<file path="src/rtl/cal_rtc_pkg.sv">
package cal_rtc_pkg;

  localparam int NUM_FIELDS = 7;
  localparam int ADDR_CTL0 = 'h00;
  localparam int ADDR_CTL1 = 'h04;
  localparam int ADDR_CTL2 = 'h08;
  localparam int LOAD_BASE = 'h14;
  localparam int RDBK_BASE = 'h4C;

  typedef enum logic [2:0] {
    F_SEC  = 3'd0,
    F_MIN  = 3'd1,
    F_HOUR = 3'd2,
    F_WDAY = 3'd3,
    F_DAY  = 3'd4,
    F_MON  = 3'd5,
    F_YEAR = 3'd6
  } fieldIdx_e;

  typedef struct packed {
    logic      secInc;
    logic      loadEn;
    fieldIdx_e loadField;
    logic [7:0] loadData;
  } dpStrobe_t;

  function automatic logic [7:0] bcdInc(input logic [7:0] v);
    if (v[3:0] >= 4'd9) return {v[7:4] + 4'd1, 4'h0};
    return {v[7:4], v[3:0] + 4'd1};
  endfunction

  function automatic logic [7:0] lastDay(input logic [7:0] mon, input logic [7:0] yr);
    logic [7:0] yBin;
    yBin = 8'(v10(yr[7:4])) + {4'h0, yr[3:0]};
    case (mon)
      8'h02:                      return (yBin[1:0] == 2'b00) ? 8'h29 : 8'h28;
      8'h04, 8'h06, 8'h09, 8'h11: return 8'h30;
      default:                    return 8'h31;
    endcase
  endfunction

  function automatic logic [7:0] v10(input logic [3:0] d);
    return {d, 3'b000} + {3'b000, d, 1'b0};
  endfunction

endpackage

</file>
<file path="src/rtl/cal_rtc_ctrl.sv">
module cal_rtc_ctrl
  import cal_rtc_pkg::*;
#(
  parameter int TICKS_PER_SEC = 32768,
  parameter int ADDR_W        = 7
) (
  input  logic              clk,
  input  logic              rstN,
  input  logic              slowClk,
  input  logic              busWe,
  input  logic [ADDR_W-1:0] busAddr,
  input  logic [7:0]        busWdata,
  output dpStrobe_t         strobe,
  output logic [7:0]        ctl0Rd,
  output logic [7:0]        ctl1Rd,
  output logic [7:0]        ctl2Rd
);

  localparam int PRESC_W = (TICKS_PER_SEC > 1) ? $clog2(TICKS_PER_SEC) : 1;

  logic [2:0] slowSync;
  logic       slowEdge;
  logic       clkEnable, mode24, alarmEn, holdReq;
  logic [1:0] ackPipe;
  logic       holdAck;
  logic       running;
  logic [PRESC_W-1:0] prescCnt;
  logic [ADDR_W-1:0]  ldOff;
  logic       ldHit;

  // two synchronizer flops followed by one edge-history flop
  always_ff @(posedge clk) begin
    if (!rstN) slowSync <= '0;
    else       slowSync <= {slowSync[1:0], slowClk};
  end
  assign slowEdge = slowSync[1] & ~slowSync[2];

  assign holdAck = ackPipe[1];
  assign running = clkEnable & ~holdReq & ~holdAck;

  always_ff @(posedge clk) begin
    if (!rstN) begin
      clkEnable <= 1'b0;
      mode24    <= 1'b0;
      alarmEn   <= 1'b0;
      holdReq   <= 1'b1;
      ackPipe   <= 2'b11;
      prescCnt  <= '0;
    end else begin
      if (busWe && busAddr == ADDR_W'(ADDR_CTL0)) begin
        clkEnable <= busWdata[7];
        mode24    <= busWdata[5];
      end
      if (busWe && busAddr == ADDR_W'(ADDR_CTL1)) alarmEn <= busWdata[4];
      if (busWe && busAddr == ADDR_W'(ADDR_CTL2)) holdReq <= busWdata[0];
      if (!holdReq)      ackPipe <= 2'b00;
      else if (slowEdge) ackPipe <= {ackPipe[0], 1'b1};
      if (slowEdge && running)
        prescCnt <= (prescCnt == PRESC_W'(TICKS_PER_SEC - 1)) ? '0 : prescCnt + 1'b1;
    end
  end

  assign ldOff = busAddr - ADDR_W'(LOAD_BASE);
  assign ldHit = (busAddr >= ADDR_W'(LOAD_BASE)) && (ldOff[1:0] == 2'b00) &&
                 (ldOff[ADDR_W-1:2] < (ADDR_W-2)'(NUM_FIELDS));

  always_comb begin
    strobe.secInc    = slowEdge & running & (prescCnt == PRESC_W'(TICKS_PER_SEC - 1));
    strobe.loadEn    = busWe & ldHit & holdAck;
    strobe.loadField = fieldIdx_e'(ldOff[4:2]);
    strobe.loadData  = busWdata;
  end

  assign ctl0Rd = {clkEnable, 1'b0, mode24, 5'b0};
  assign ctl1Rd = {3'b0, alarmEn, 4'b0};
  assign ctl2Rd = {6'b0, holdAck, holdReq};

  // a fresh request is never acknowledged in the next cycle
  a_r7_ack_not_immediate: assert property (@(posedge clk) disable iff (!rstN)
    $rose(holdReq) |=> !holdAck);
  // acknowledge only rises out of a pending request
  a_r7_ack_follows_req: assert property (@(posedge clk) disable iff (!rstN)
    $rose(holdAck) |-> $past(holdReq));
  // releasing the request drops the acknowledge
  a_r7_ack_clears: assert property (@(posedge clk) disable iff (!rstN)
    $fell(holdReq) |=> !holdAck);

endmodule

</file>
<file path="src/rtl/cal_rtc_datapath.sv">
module cal_rtc_datapath
  import cal_rtc_pkg::*;
(
  input  logic      clk,
  input  logic      rstN,
  input  dpStrobe_t strobe,
  output logic [NUM_FIELDS-1:0][7:0] timeQ
);

  logic [7:0] sec, min, hour, wday, day, mon, year;
  logic secWrap, minWrap, hourWrap, dayWrap, monWrap;

  assign secWrap  = (sec  == 8'h59);
  assign minWrap  = (min  == 8'h59);
  assign hourWrap = (hour == 8'h23);
  assign dayWrap  = (day  == lastDay(mon, year));
  assign monWrap  = (mon  == 8'h12);

  always_ff @(posedge clk) begin
    if (!rstN) begin
      sec <= 8'h00; min <= 8'h00; hour <= 8'h00; wday <= 8'h06;
      day <= 8'h01; mon <= 8'h01; year <= 8'h00;
    end else if (strobe.loadEn) begin
      case (strobe.loadField)
        F_SEC:   sec  <= strobe.loadData;
        F_MIN:   min  <= strobe.loadData;
        F_HOUR:  hour <= strobe.loadData;
        F_WDAY:  wday <= strobe.loadData;
        F_DAY:   day  <= strobe.loadData;
        F_MON:   mon  <= strobe.loadData;
        F_YEAR:  year <= strobe.loadData;
        default: ;
      endcase
    end else if (strobe.secInc) begin
      sec <= secWrap ? 8'h00 : bcdInc(sec);
      if (secWrap) begin
        min <= minWrap ? 8'h00 : bcdInc(min);
        if (minWrap) begin
          hour <= hourWrap ? 8'h00 : bcdInc(hour);
          if (hourWrap) begin
            wday <= (wday >= 8'h06) ? 8'h00 : wday + 8'h01;
            day  <= dayWrap ? 8'h01 : bcdInc(day);
            if (dayWrap) begin
              mon <= monWrap ? 8'h01 : bcdInc(mon);
              if (monWrap) year <= (year == 8'h99) ? 8'h00 : bcdInc(year);
            end
          end
        end
      end
    end
  end

  assign timeQ = {year, mon, day, wday, hour, min, sec};

  // a tick at 59 seconds returns seconds to 00
  a_r2_sec_wrap: assert property (@(posedge clk) disable iff (!rstN)
    (strobe.secInc && !strobe.loadEn && sec == 8'h59) |=> (sec == 8'h00));
  // Saturday midnight rollover lands on Sunday
  a_r3_wday_wrap: assert property (@(posedge clk) disable iff (!rstN)
    (strobe.secInc && !strobe.loadEn && sec == 8'h59 && min == 8'h59 &&
     hour == 8'h23 && wday == 8'h06) |=> (wday == 8'h00));
  // no tick and no load means the time is frozen
  a_r7_frozen_when_idle: assert property (@(posedge clk) disable iff (!rstN)
    (!strobe.secInc && !strobe.loadEn) |=> $stable(timeQ));

endmodule

</file>
<file path="src/rtl/cal_rtc_top.sv">
module cal_rtc_top
  import cal_rtc_pkg::*;
#(
  parameter int TICKS_PER_SEC = 32768,
  parameter int ADDR_W        = 7
) (
  input  logic              clk,
  input  logic              rstN,
  input  logic              slowClk,
  input  logic              busWe,
  input  logic [ADDR_W-1:0] busAddr,
  input  logic [7:0]        busWdata,
  output logic [7:0]        busRdata
);

  dpStrobe_t strobe;
  logic [7:0] ctl0Rd, ctl1Rd, ctl2Rd;
  logic [NUM_FIELDS-1:0][7:0] timeQ;
  logic [ADDR_W-1:0] rbOff;
  logic rbHit;

  cal_rtc_ctrl #(.TICKS_PER_SEC(TICKS_PER_SEC), .ADDR_W(ADDR_W)) uCtrl (
    .clk(clk), .rstN(rstN), .slowClk(slowClk), .busWe(busWe),
    .busAddr(busAddr), .busWdata(busWdata), .strobe(strobe),
    .ctl0Rd(ctl0Rd), .ctl1Rd(ctl1Rd), .ctl2Rd(ctl2Rd)
  );

  cal_rtc_datapath uDp (
    .clk(clk), .rstN(rstN), .strobe(strobe), .timeQ(timeQ)
  );

  assign rbOff = busAddr - ADDR_W'(RDBK_BASE);
  assign rbHit = (busAddr >= ADDR_W'(RDBK_BASE)) && (rbOff[1:0] == 2'b00) &&
                 (rbOff[ADDR_W-1:2] < (ADDR_W-2)'(NUM_FIELDS));

  always_comb begin
    busRdata = 8'h00;
    if (busAddr == ADDR_W'(ADDR_CTL0))      busRdata = ctl0Rd;
    else if (busAddr == ADDR_W'(ADDR_CTL1)) busRdata = ctl1Rd;
    else if (busAddr == ADDR_W'(ADDR_CTL2)) busRdata = ctl2Rd;
    else if (rbHit)                         busRdata = timeQ[rbOff[4:2]];
  end

endmodule

</file>
<file path="config.mk">
export PLATFORM = sky130hd
export DESIGN_NAME = cal_rtc_top
export DESIGN_NICKNAME = d
export VERILOG_FILES = /design/src/rtl/cal_rtc_pkg.sv /design/src/rtl/cal_rtc_ctrl.sv /design/src/rtl/cal_rtc_datapath.sv /design/src/rtl/cal_rtc_top.sv
export SDC_FILE = /design/constraint.sdc
export NUM_CORES = 1
export LEC_CHECK = 0
export BUFFER_PORTS_ARGS = -buffer_cell sky130_fd_sc_hd__buf_2
export CAP_MARGIN = 20
export CORE_ASPECT_RATIO = 0.8
export CORE_MARGIN = 2
export CORE_UTILIZATION = 25
export DETAILED_ROUTE_END_ITERATION = 7
export HOLD_SLACK_MARGIN = 0.02
export SLEW_MARGIN = 30
export SYNTH_ARGS = -nofsm -noshare
export SYNTH_HDL_FRONTEND = slang
export SYNTH_SLANG_ARGS = --single-unit
</file>
<file path="constraint.sdc">
create_clock -name clk -period 6.2 [get_ports clk]
set_clock_uncertainty 0.2 [all_clocks]
set_input_delay 0.93 -clock clk [delete_from_list [all_inputs] [get_ports clk]]
set_output_delay 0.93 -clock clk [all_outputs]
set_load 0.01 [all_outputs]
</file>
==> flow_summary_export.csv <==
group,metric,value,unit
clocking,hold_buffers,0,
floorplanning,die_height,139,um
global_routing,grt_pass1_vias,4907,
routing,viasPerCell,5.23,
routing,drt-pass1-iter-count,5,
worst_setup_path,reg2reg_depth,7,
yosys,syn_inst,702,
routing,wl_per_cell,16.1,um
global_routing,grt_max_degree,81,
yosys,yosys.area.top_type_share,0.281,
min_path,hold_path_end,"uCtrl.slowSync[1]$_SDFF_PN0_",
sta,setup_tns,0,ns
run_status,outcome,"finished clean",
worst_setup_path,cp.required,5.07,ns
cells_and_area,n_antenna_cell,0,
floorplanning,rows,49,
sta,slew_viol_final,0,
worst_setup_path,endpoint_kind,"output port",
cells_and_area,final_util,0.287,
yosys,syn_area_per_cell,8.11,sq um
routing,drtIter0Drc,515,
sta,finalWorstSetupSlack,1.23,ns
global_routing,grt.overflow.total,0,
yosys,async_flop_share,0,
global_routing,grt_pass1_wl,26700,um
floorplanning,start_util,0.254,
routing,num_vias,5366,
floorplanning,core-area,22400,sq um
pwr,cellPowerDensity,179,nW/um^2
floorplanning,die_area,24000,sq um
yosys,syn_area,5700,sq um
sta,rsz0062_at_grt,"no",
yosys,seq_area_frac_synth,0.281,
yosys,synth_ff_type,"dfxtp_1",
clocking,numCtsBuffers,9,
pwr,p_leak,2.50,nW
yosys,yosysWarnings,0,
min_path,hold_path_class,"reg2reg",
sta,fin_crit_sh,0.801,
worst_setup_path,r2r_slack,3.22,ns
clocking,htree_levels,3,
global_routing,grt_antenna_before_repair,0,
floorplanning,io_pins,27,
global_routing,use_met1,0.203,
yosys,synth_top_area_cell,"dfxtp_1",
cells_and_area,syn2layout_area_growth,13.1,%
place,portBuffers,26,
worst_setup_path,crit_type,"in2out",
yosys,synth-seq-cells,80,
cells_and_area,nFillCells,2425,
sta,hold_violations,0,
worst_setup_path,timing.rr.end,"uDp.year[0]$_SDFFE_PN0P_",
clocking,postCtsSetupBuffers,0,
yosys,synth_fp_nets,761,
yosys,synthTopCellsByArea,"dfxtp_1, ha_1, nand2_1",
place,place_congestion,0.917,
global_routing,use_met2,0.197,
global_routing,use_met3,0.0323,
clocking,clock_sinks,80,
clocking,post_cts_resize_count,0,
pwr,vdd_ir_drop_max,0.0978,mV
sta,setup_viol,0,
global_routing,grt_most_used_layer,"met1",
routing,ant_nets,0,
global_routing,grt_use_total,0.137,
clocking,root_buffer,"clkbuf_16",
worst_setup_path,startpoint,"busAddr[2]",
sta,hold_ws,0.236,ns
clocking,cts_tree,"done",
yosys,ys_types,79,
routing,routed_wl,16500,um
sta,worstMarginPinSlew,0.790,ns
yosys,synth_edf_count,0,
sta,max_slew_margin,0.466,
floorplanning,die-width,173,um
place,hpwl,12200,um
min_path,holdCritStartpoint,"uCtrl.slowSync[0]$_SDFF_PN0_",
place,dp_slack,1.22,ns
run,max_cap_violations,0,
cells_and_area,nNetsFinal,774,
cells_and_area,drive_gt1_frac,0.111,
worst_setup_path,crit_path_max_fanout,16,
clocking,cts.reportedPaths.clkPinSlew,0.06,ns
min_path,holdPathStages,1,
worst_setup_path,worstSetupStartpointType,"input port",
worst_setup_path,rr_startpoint,"uDp.hour[0]$_SDFFE_PN0P_",
routing,drcViolationCount,0,
sta,period_needed,4.97,ns
sta,max_freq,0.201,GHz
worst_setup_path,arrival,3.84,ns
clocking,worstSkewPairLatency,0.34,ns
clocking,cts_max_path_buffers,2,
Yosys cell counts, types with 4 or more instances:
library cell  number
nor3b_1            6
o21a_1             7
o21ai_0           40
o31ai_1           14
o211ai_1          10
o211a_1           10
and2_1            12
a21boi_0           4
nand3b_1           4
a21oi_1           33
nor3_1            19
clkbuf_1          15
xnor2_1            4
nor2b_1           13
nand3_1           45
mux4_2             8
buf_2              7
nor2_1            59
xor2_1            14
a31oi_1            7
nand2_1           72
buf_1              4
nand2b_1           5
and3_1             8
inv_1             36
nand4_1           13
dfxtp_1           80
o21ai_1            4
ha_1              40
mux2i_1           24
power by group:
| part | switching (mW) | internal (mW) | total, mW | leakage (nW) |
|---|---|---|---|---|
| Sequential | 0.00453 | 0.516 | 0.521 | 0.645 |
| Combinational | 0.0536 | 0.0276 | 0.0813 | 1.71 |
| Clock | 0.226 | 0.324 | 0.550 | 0.145 |
| Total | 0.284 | 0.868 | 1.15 | 2.50 |
metrics by stage:
stage	area, sq um	std cells	power (mW)
after floorplan	5700	702	0.584
after global placement	6120	1010	0.611
after detailed placement	6120	1010	0.611
after CTS	6420	1026	1.16
after global routing	6440	1026	1.19
final	6440	1026	1.15
layer usage:
metal / up-vias / routed length, um
met5: - / 0
met2: 179 / 6890
met3: 16 / 1180
met4: 0 / 211
met1: 2563 / 8230
li1: 2608 / -
how the worst max path moves through the flow:
stage | end | slack [ns] | depth (start not counted)
global route | busRdata[1] | 0.95 | 9
detailed placement | uDp.year[5]$_SDFFE_PN0P_ | 1.22 | 10
global placement | busRdata[3] | 1.32 | 11
finish | busRdata[3] | 1.23 | 11
floorplan | busRdata[1] | 1.65 | 10
CTS | busRdata[3] | 1.28 | 11
final cells by class:
class                   count  area [sq um]  share of cell area
multi-input cells         556          3850               0.597
flip-flops and latches     80          1600               0.249
well taps                 306           383              0.0594
clock buffers              10           239              0.0371
repair buffers             30           160              0.0249
inverters                  38           143              0.0221
clock inverters             6          67.6              0.0105
placed cells by master, fill, tap and decap left out, drive strengths merged, types with 20 or more instances in the layout:
cell type / n
ha: 40
a21oi: 34
mux2i: 24
o21ai: 47
inv: 37
buf: 30
nand2: 73
nor2: 60
nor3: 20
nand3: 45
dfxtp: 80
flip-flops by register name (all words and copies together), names as in the netlist:
name / flops
uCtrl.ackPipe: 2
uCtrl.alarmEn: 1
uCtrl.clkEnable: 1
uCtrl.holdReq: 1
uCtrl.mode24: 1
uCtrl.prescCnt: 15
uCtrl.slowSync: 3
uDp.day: 8
uDp.hour: 8
uDp.min: 8
uDp.mon: 8
uDp.sec: 8
uDp.wday: 8
uDp.year: 8
logic make-up after synthesis:
group / Yosys count / synth area share
adder cells (fa/ha/maj): 40 / 0.0879
AND/OR/NAND/NOR: 286 / 0.262
buffers and inverters: 66 / 0.0464
XOR/XNOR: 18 / 0.0277
flip-flops: 80 / 0.281
multiplexers: 33 / 0.0758
AO/OA/AOI/OAI: 179 / 0.219
worst max-delay path, cell delays in order:
cell	delay, ns
buf_2	0.33
clkinv_1	0.36
ha_1	0.71
buf_4	0.29
mux2i_1	0.09
nor2_1	0.12
a21oi_1	0.06
nor2_1	0.12
a21oi_1	0.05
nor3_1	0.52
buf_2	0.25
No activity file was read; power rests on OpenSTA's default activity.
